--- src/rtl/spi_dec_pkg.sv ---
package spi_dec_pkg;
  localparam logic [7:0] OP_WREN  = 8'h06;
  localparam logic [7:0] OP_EN4   = 8'hB7;
  localparam logic [7:0] OP_EX4   = 8'hE9;
  localparam logic [7:0] OP_PDN   = 8'hB9;
  localparam logic [7:0] OP_REL   = 8'hAB;
  localparam logic [7:0] OP_OTPRD = 8'h4B;
  localparam logic [7:0] OP_OTPWR = 8'h42;

  typedef enum logic [2:0] {ST_OP, ST_ADDR, ST_DUMMY, ST_DATA, ST_SKIP} phase_t;

  // action committed at chip-select rise
  typedef enum logic [2:0] {PM_NONE, PM_EN4, PM_EX4, PM_PDN, PM_REL, PM_WREN, PM_WCLR} pend_t;
endpackage

--- src/rtl/spi_byte_shift.sv ---
module spi_byte_shift #(
  parameter int BYTE_W = 8
) (
  input  logic              clk,
  input  logic              rst,
  input  logic              frame_on,
  input  logic              bit_stb,
  input  logic              bit_in,
  output logic              byte_vld,
  output logic [BYTE_W-1:0] byte_q
);
  localparam int CW = $clog2(BYTE_W);

  logic [CW-1:0]     cnt;
  logic [BYTE_W-2:0] sh;

  always_ff @(posedge clk) begin
    if (rst || !frame_on) begin
      cnt      <= '0;
      byte_vld <= 1'b0;
      if (rst) begin
        sh     <= '0;
        byte_q <= '0;
      end
    end else begin
      byte_vld <= 1'b0;
      if (bit_stb) begin
        sh  <= {sh[BYTE_W-3:0], bit_in};
        cnt <= cnt + 1'b1;
        if (cnt == CW'(BYTE_W - 1)) begin
          byte_vld <= 1'b1;
          byte_q   <= {sh, bit_in};
        end
      end
    end
  end
endmodule

--- src/rtl/spi_mode_regs.sv ---
module spi_mode_regs
  import spi_dec_pkg::*;
(
  input  logic  clk,
  input  logic  rst,
  input  logic  apply,
  input  pend_t pend,
  output logic  addr4,
  output logic  pd,
  output logic  wel
);
  always_ff @(posedge clk) begin
    if (rst) begin
      addr4 <= 1'b0;
      pd    <= 1'b0;
      wel   <= 1'b0;
    end else if (apply) begin
      case (pend)
        PM_EN4:  addr4 <= 1'b1;
        PM_EX4:  addr4 <= 1'b0;
        PM_PDN:  pd    <= 1'b1;
        PM_REL:  pd    <= 1'b0;
        PM_WREN: wel   <= 1'b1;
        PM_WCLR: wel   <= 1'b0;
        default: ;
      endcase
    end
  end
endmodule

--- src/rtl/spi_cmd_decoder.sv ---
module spi_cmd_decoder
  import spi_dec_pkg::*;
#(
  parameter int DUMMY_W        = 4,
  parameter int ADDR_W         = 32,
  parameter int MAX_PROG       = 64,
  parameter int DEF_DUMMY      = 8,
  parameter int DEF_DUMMY_QUAD = 10
) (
  input  logic               clk,
  input  logic               rst,
  input  logic               cs_n,
  input  logic               bit_stb,
  input  logic               bit_in,
  input  logic               quad_en,
  input  logic [DUMMY_W-1:0] dummy_cfg,
  output logic [7:0]         cmd_op,
  output logic               cmd_vld,
  output logic               illegal,
  output logic [ADDR_W-1:0]  addr_q,
  output logic               addr_vld,
  output logic               data_go,
  output logic [7:0]         wr_byte,
  output logic               wr_vld,
  output logic               prog_ovf,
  output logic               addr4,
  output logic               pd,
  output logic               wel
);
  localparam int CNT_W = $clog2(MAX_PROG + 1);
  localparam int DN_W  = (DUMMY_W > 4) ? DUMMY_W : 4;

  logic             byte_vld;
  logic [7:0]       byte_q;
  logic             cs_q;
  phase_t           st;
  pend_t            pend;
  logic             is_rd;
  logic [2:0]       acnt;
  logic [2:0]       need;
  logic [DN_W-1:0]  dcnt;
  logic [DN_W-1:0]  dummy_n;
  logic [CNT_W-1:0] wcnt;

  spi_byte_shift #(.BYTE_W(8)) u_shift (
    .clk      (clk),
    .rst      (rst),
    .frame_on (!cs_n),
    .bit_stb  (bit_stb),
    .bit_in   (bit_in),
    .byte_vld (byte_vld),
    .byte_q   (byte_q)
  );

  spi_mode_regs u_modes (
    .clk   (clk),
    .rst   (rst),
    .apply (cs_n && !cs_q),
    .pend  (pend),
    .addr4 (addr4),
    .pd    (pd),
    .wel   (wel)
  );

  always_comb begin
    need = addr4 ? 3'd4 : 3'd3;
    if (dummy_cfg != '0)
      dummy_n = DN_W'(dummy_cfg);
    else if (quad_en)
      dummy_n = DN_W'(DEF_DUMMY_QUAD);
    else
      dummy_n = DN_W'(DEF_DUMMY);
  end

  always_ff @(posedge clk) begin
    if (rst) begin
      cs_q     <= 1'b1;
      st       <= ST_OP;
      pend     <= PM_NONE;
      is_rd    <= 1'b0;
      acnt     <= '0;
      dcnt     <= '0;
      wcnt     <= '0;
      cmd_op   <= '0;
      cmd_vld  <= 1'b0;
      illegal  <= 1'b0;
      addr_q   <= '0;
      addr_vld <= 1'b0;
      data_go  <= 1'b0;
      wr_byte  <= '0;
      wr_vld   <= 1'b0;
      prog_ovf <= 1'b0;
    end else begin
      cs_q     <= cs_n;
      cmd_vld  <= 1'b0;
      illegal  <= 1'b0;
      addr_vld <= 1'b0;
      data_go  <= 1'b0;
      wr_vld   <= 1'b0;
      if (cs_n) begin
        st   <= ST_OP;
        pend <= PM_NONE;
      end else begin
        case (st)
          ST_OP: if (byte_vld) begin
            prog_ovf <= 1'b0;
            addr_q   <= '0;
            acnt     <= '0;
            dcnt     <= '0;
            wcnt     <= '0;
            st       <= ST_SKIP;
            if (pd) begin
              if (byte_q == OP_REL) begin
                cmd_vld <= 1'b1;
                cmd_op  <= byte_q;
                pend    <= PM_REL;
              end
            end else begin
              case (byte_q)
                OP_EN4, OP_EX4, OP_PDN, OP_REL, OP_WREN: begin
                  cmd_vld <= 1'b1;
                  cmd_op  <= byte_q;
                  case (byte_q)
                    OP_EN4:  pend <= PM_EN4;
                    OP_EX4:  pend <= PM_EX4;
                    OP_PDN:  pend <= PM_PDN;
                    OP_WREN: pend <= PM_WREN;
                    default: pend <= PM_NONE;
                  endcase
                end
                OP_OTPRD: begin
                  cmd_vld <= 1'b1;
                  cmd_op  <= byte_q;
                  is_rd   <= 1'b1;
                  st      <= ST_ADDR;
                end
                OP_OTPWR: if (wel) begin
                  cmd_vld <= 1'b1;
                  cmd_op  <= byte_q;
                  is_rd   <= 1'b0;
                  st      <= ST_ADDR;
                end
                default: illegal <= 1'b1;
              endcase
            end
          end
          ST_ADDR: if (byte_vld) begin
            addr_q <= {addr_q[ADDR_W-9:0], byte_q};
            acnt   <= acnt + 3'd1;
            if (acnt == need - 3'd1) begin
              addr_vld <= 1'b1;
              if (is_rd) begin
                st <= ST_DUMMY;
              end else begin
                data_go <= 1'b1;
                pend    <= PM_WCLR;
                st      <= ST_DATA;
              end
            end
          end
          ST_DUMMY: if (bit_stb) begin
            dcnt <= dcnt + 1'b1;
            if (dcnt == dummy_n - DN_W'(1)) begin
              data_go <= 1'b1;
              st      <= ST_SKIP;
            end
          end
          ST_DATA: if (byte_vld) begin
            if (wcnt < CNT_W'(MAX_PROG)) begin
              wr_vld  <= 1'b1;
              wr_byte <= byte_q;
              wcnt    <= wcnt + 1'b1;
            end else begin
              prog_ovf <= 1'b1;
            end
          end
          default: ;
        endcase
      end
    end
  end
endmodule

--- config.mk ---
export PLATFORM = sky130hd
export DESIGN_NAME = spi_cmd_decoder
export DESIGN_NICKNAME = d
export VERILOG_FILES = /design/src/rtl/spi_dec_pkg.sv /design/src/rtl/spi_byte_shift.sv /design/src/rtl/spi_mode_regs.sv /design/src/rtl/spi_cmd_decoder.sv
export SDC_FILE = /design/constraint.sdc
export NUM_CORES = 1
export LEC_CHECK = 0
export ABC_AREA = 1
export BUFFER_PORTS_ARGS = -buffer_cell sky130_fd_sc_hd__buf_2
export CORE_MARGIN = 2
export CORE_UTILIZATION = 56
export CTS_CLUSTER_DIAMETER = 40
export DETAILED_ROUTE_END_ITERATION = 8
export MAX_ROUTING_LAYER = met4
export PLACE_DENSITY = 0.91
export SLEW_MARGIN = 40
export SYNTH_ARGS = -nofsm -noshare
export SYNTH_HDL_FRONTEND = slang
export SYNTH_SLANG_ARGS = --single-unit
--- constraint.sdc ---
create_clock -name clk -period 2.4 [get_ports clk]
set_clock_uncertainty 0.05 [all_clocks]
set_input_delay 0.36 -clock clk [delete_from_list [all_inputs] [get_ports clk]]
set_output_delay 0.36 -clock clk [all_outputs]
set_load 0.05 [all_outputs]
After elaboration in Yosys (flattened, before gate mapping)
Index checks and enable logic that the tools add are counted.
{"block": "word_totals", "ff_bits": 98, "inputBits": 10, "output_inout_bits": 57, "elab_cells": 179}
{"block": "op_classes", "n_addsub": 6, "magnitude_cmp": 1, "eq_ne": 34, "mux": 69, "bitwise": 7, "n_reduce_logical": 39}
{"op": "two-way mux 32 bit", "count": 2}
{"op": "one-hot mux 32 bit (2 select lines)", "count": 1}
{"op": "two-way mux 8 bit", "count": 7}
{"op": "two-way mux 3 bit", "count": 17}
{"op": "two-way mux 7 bit", "count": 6}
{"op": "== test 8 bit, second input constant", "count": 4}
{"op": "one-hot mux 3 bit (2 select lines)", "count": 3}
{"op": "AND reduction 6 bit", "count": 3}
{"op": "nonzero test 2 bit", "count": 9}
{"op": "two-way mux 1 bit", "count": 17}
{"op": "== test 8 x 7 -> 1 bit, second input constant", "count": 2}
{"op": "inequality test 2 bit, second input constant", "count": 8}
{"op": "one-hot mux 8 bit (2 select lines)", "count": 1}
{"op": "one-hot mux 1 bit (2 select lines)", "count": 7}
{"op": "one-hot mux 7 bit (2 select lines)", "count": 1}
{"op": "== test 3 x 2 -> 1 bit, second input constant", "count": 4}
{"op": "== test 3 bit, second input constant", "count": 4}
{"op": "two-way mux 4 bit", "count": 3}
{"op": "one-hot mux 3 bit (4 select lines)", "count": 1}
{"op": "AND reduction 4 bit", "count": 3}
{"op": "OR reduction 4 bit", "count": 3}
{"op": "AND reduction 5 bit", "count": 2}
{"op": "OR reduction 5 bit", "count": 2}
{"op": "one-hot mux 3 bit (3 select lines)", "count": 1}
{"op": "28 further kinds", "count": 45}

Depth between registers and ports, before layout
{"block": "depth", "ltp_word": 7, "ltp_mapped": 13, "depth_no_buf": 13}

Cells and area by module
A second synthesis with hierarchy kept.
{"block": "unflattened", "cells_unflattened": 551, "hier_area_um2": 4287.9}
{"mod": "spi_cmd_decoder", "n_inst": 1, "cells_per_inst": 466, "area_per_inst_um2": 3409.5, "seq_area_each_um2": 1521.5}
{"mod": "spi_byte_shift", "n_inst": 1, "cells_per_inst": 56, "area_per_inst_um2": 708.2, "seq_area_each_um2": 530.5}
{"mod": "spi_mode_regs", "n_inst": 1, "cells_per_inst": 29, "area_per_inst_um2": 170.2, "seq_area_each_um2": 60.1}

Worst setup path after synthesis
Ideal clock, no wire load.
{"block": "synth_path", "path_kind": "register to register", "startpoint": "register u_modes.addr4", "endpoint": "register pend[0]", "setup_ns": 0.115, "arrival_time_ns": 1.623, "required_ns": 2.235, "path_slack_ns": 0.612, "stages_incl_launch_ff": 8, "path_buffers": 0, "period_less_slack_ns": 1.788, "path_cell_list": "dfxtp_1 nand2_1 a21oi_1 nand3_1 a21boi_0 nand3_1 nand2_1 nor2_1"}
{"block": "synth_between", "elab_chain_len": 5}
{"element": "from (decl)", "line_no": "spi_mode_regs.sv:8", "text": "output logic addr4,"}
{"element": "from (signal assigned)", "line_no": "spi_mode_regs.sv:14", "text": "addr4 <= 1'b0;"}
{"element": "from (signal assigned)", "line_no": "spi_mode_regs.sv:19", "text": "PM_EN4: addr4 <= 1'b1;"}
{"element": "from (signal assigned)", "line_no": "spi_mode_regs.sv:20", "text": "PM_EX4: addr4 <= 1'b0;"}
{"element": "two-way mux 3 bit", "line_no": "spi_cmd_decoder.sv:66", "text": "need = addr4 ? 3'd4 : 3'd3;"}
{"element": "subtractor 3 x 1 -> 3 bit", "line_no": "spi_cmd_decoder.sv:150", "text": "if (acnt == need - 3'd1) begin"}
{"element": "== test 3 bit", "line_no": "spi_cmd_decoder.sv:150"}
{"element": "inequality test 2 bit (no line)"}
{"element": "AND reduction 7 bit (no line)"}
{"element": "to (signal assigned)", "line_no": "spi_cmd_decoder.sv:127", "text": "OP_WREN: pend <= PM_WREN;"}
{"element": "to (signal assigned)", "line_no": "spi_cmd_decoder.sv:128", "text": "default: pend <= PM_NONE;"}
{"element": "to (signal assigned)", "line_no": "spi_cmd_decoder.sv:156", "text": "pend <= PM_WCLR;"}
{"element": "to (decl)", "line_no": "spi_cmd_decoder.sv:37", "text": "pend_t pend;"}
Every way passes these cells.
A chain may end at the register's enable or synchronous reset.

Worst setup path after layout
{"block": "layout_path", "startpoint": "register u_shift.byte_vld", "endpoint": "register addr_q[7]"}
{"block": "layout_between", "elab_chain_len": 2, "word_cells_on_any_way": 3, "classes_between": "eq/ne: 2; reduce/logical: 1"}
{"element": "from (decl)", "line_no": "spi_byte_shift.sv:9", "text": "output logic byte_vld,"}
{"element": "from (signal assigned)", "line_no": "spi_byte_shift.sv:20", "text": "byte_vld <= 1'b0;"}
{"element": "from (signal assigned)", "line_no": "spi_byte_shift.sv:26", "text": "byte_vld <= 1'b0;"}
{"element": "from (signal assigned)", "line_no": "spi_byte_shift.sv:31", "text": "byte_vld <= 1'b1;"}
{"element": "inequality test 2 x 1 -> 1 bit (no line)"}
{"element": "AND reduction 4 bit (no line) (*)"}
{"element": "to (signal assigned)", "line_no": "spi_cmd_decoder.sv:148", "text": "addr_q <= {addr_q[ADDR_W-9:0], byte_q};"}
{"element": "to (decl)", "line_no": "spi_cmd_decoder.sv:20", "text": "output logic [ADDR_W-1:0] addr_q,"}
Mark *: on every way between the ends. The rest lies on a longest branch, timed or not.

==> flow_metrics.tcl <==
set metrics [dict create \
    outcome "finished, final reports clean" \
    drc 0 \
    synthSimpleGateAreaFrac_pct 27.8 \
    core-area_um2 7210 \
    fin_tns_setup_ns 0 \
    cts_tree "built" \
    critPathLaunch "u_shift.byte_vld$_SDFF_PP0_" \
    synthTopCellsByArea "dfxtp_1 (40%), edfxtp_1 (11%), nand2_1 (10%), a21oi_1 (7.8%), nor2_1 (7.0%)" \
    syn_nets 567 \
    syn-cell-area_um2 4170 \
    cap_violations 0 \
    antenna_left 0 \
    crit_path_max_fanout 34 \
    track_usage_pct 23.9 \
    grt_overflow 0 \
    die_area_um2 8150 \
    root_buffer "clkbuf_8" \
    die_w_um 90.3 \
    initial_core_util_pct 57.8 \
    worst_pin_slew_ns 0.615 \
    die_h_um 90.3 \
    setup_viol 0 \
    synth_mux_area_share_pct 0 \
    synth_warnings 0 \
    synth_xor_area_share_pct 0.210 \
    place_hpwl_um 6720 \
    path_clk_slew_ns 0.11 \
    antenna_found_initial 0 \
    drive_above_1_share_pct 17.2 \
    maxSlewHeadroom_pct 58.7 \
    drtPass1Iterations 5 \
    cellPowerDensity_nw_per_um2 592 \
    drv_slew 0 \
    synth_top_flop_cell "dfxtp_1" \
    worstSetupEndpoint "addr_q[7]$_SDFFE_PP0P_" \
    holdBufCountCts 0 \
    cp.required_ns 2.61 \
    syn_inst 552 \
    rr_startpoint "u_shift.byte_vld$_SDFF_PP0_" \
    grt_pass1_wl_um 15500 \
    fin_ws_ns 0.545 \
    seq_area_frac_synth_pct 50.7 \
    grt_pass1_vias 3501 \
    yosys.area.top_type "dfxtp_1" \
    syn2layout_area_growth_pct 14.8 \
    synth_top_cell_area_share_pct 39.9 \
    vdd_drop_max_uv 500 \
    synth.distinct_cells 35 \
    nets 632 \
    clock_sink_count 98 \
    final_util_pct 66.3 \
    rsz0062_at_grt "false" \
    rrSetupSlack_ns 0.54 \
    final_cell_mix "nand2_1 (111), dfxtp_1 (83), nor2_1 (78)" \
    synth-adder-area-share_pct 1.50 \
    clockBufferDepth 2 \
    n_fill_cell 607 \
    total_power_uw 2830 \
    drt_wl_total_um 9160 \
    ys_ff_latch 98 \
    synth_compound_gate_area_share_pct 12.0 \
    p_leak_uw 0.00214 \
    hold_viol 0 \
    grt_max_degree 39 \
    cts-resized-gates 0 \
    reg2reg_depth 9 \
    ys_async_sr_fraction_pct 0 \
    period_needed_ns 1.86 \
    startpoint_type "flop" \
    io-pin-count 67 \
    rows 31 \
    htree_levels 3 \
    dr_total_vias 3814 \
    clk_latency_ns 0.38 \
    layout_commonest_cell "nand2_1" \
    synth.avg_cell_area_um2 7.55 \
    reg2reg_to "addr_q[7]$_SDFFE_PP0P_" \
    io_buffers 66 \
    cp_data_arrival_time_ns 2.07 \
    max_freq_ghz 0.539 \
    post-route-period-util_pct 77.3 \
    cts_setup_buffers 0 \
    cp-end-kind "flop" \
    synth_edf_count 15 \
    gp_congestion 0.916 \
    dr.first_iter.drc_count 251 \
    viasPerCell 5.29 \
    dp_slack_ns 0.492 \
    hold_class "primary input to flop" \
    synth_top_family_by_area "simple AND/OR/NAND/NOR gates" \
    cts_made_buffers 9 \
    diodes 0 \
    wire_per_inst_um 12.7 \
    path_class "flop to flop" \
]
## Yosys cell counts (5+ instances only)
cell type / count
ha_1: 5
nand3_1: 52
inv_2: 10
a21oi_1: 65
dfxtp_1: 83
nor2_1: 78
buf_1: 6
o21ai_0: 19
clkbuf_1: 10
edfxtp_1: 15
nand2_1: 111
nor3_1: 10
inv_1: 56
## layer usage
metal  part of all wire (%)  vias up  global-route usage, %
met5                      0        -                      -
met3                    6.2       14                   3.26
met2                     48      136                   38.5
met1                     44     1734                   30.0
met4                    1.7        0                   11.0
li1                       -     1930                      -
## area by class of cell
class,count,area [um2],area share [%]
Clock inverter,6,56.3,1.18
Sequential cell,98,2110,44.1
Timing Repair Buffer,72,375,7.84
Inverter,67,251,5.25
Tap cell,99,124,2.59
Multi-Input combinational cell,369,1730,36.1
Clock buffer,10,138,2.88
## worst max-delay path: stages (launching register included)
cell and delay (ns):
dfxtp_1 0.31, inv_1 0.12, nor2_2 0.07, nand2_1 0.18
buf_4 0.36, clkinv_1 0.13, nand2_1 0.24, nor2_1 0.08
a21oi_1 0.14, nor2_1 0.06
## kinds of logic (layout without fill, tap and decap cells)
group           after synthesis  after routing
simple gates                268            268
compound gates               95             95
fa+ha+maj                     5              5
buf+inv                      85            155
xor+xnor                      1              1
flops                        98             98
## through the flow
stage / area (um2) / hold slack (ns) / instances
after CTS: 4790 / 0.213 / 721
after floorplan: 4170 / 0.393 / 552
after global routing: 4790 / 0.222 / 721
final: 4790 / 0.224 / 721
after detailed placement: 4590 / 0.404 / 705
after global placement: 4590 / 0.397 / 705
## worst min-delay path by stage
| stage | startpoint | cells past startpoint | end |
|---|---|---|---|
| global placement | addr_q[28]$_SDFFE_PP0P_ | 2 | addr_q[28]$_SDFFE_PP0P_ |
| floorplan | u_shift.cnt[1]$_SDFFE_PP0P_ | 2 | u_shift.cnt[1]$_SDFFE_PP0P_ |
| CTS | bit_stb | 3 | u_shift.cnt[2]$_SDFFE_PP0P_ |
| finish | bit_stb | 3 | u_shift.cnt[2]$_SDFFE_PP0P_ |
| detailed placement | addr_q[25]$_SDFFE_PP0P_ | 2 | addr_q[25]$_SDFFE_PP0P_ |
| global route | bit_stb | 3 | u_shift.cnt[2]$_SDFFE_PP0P_ |
## state kept, by name, summed over array words and instances (netlist names), 3 cells and up
register,cells
dcnt,4
u_shift.byte_q,8
u_shift.sh,7
addr_q,32
st,3
wr_byte,8
cmd_op,8
pend,3
u_shift.cnt,3
acnt,3
wcnt,7
## report_power, final
group          total (uW)  internal (uW)  switching (uW)
Sequential           1690           1680            10.9
Combinational        99.9           26.8            73.0
Clock                1040            429             609
(Power assumes the default switching activity.)
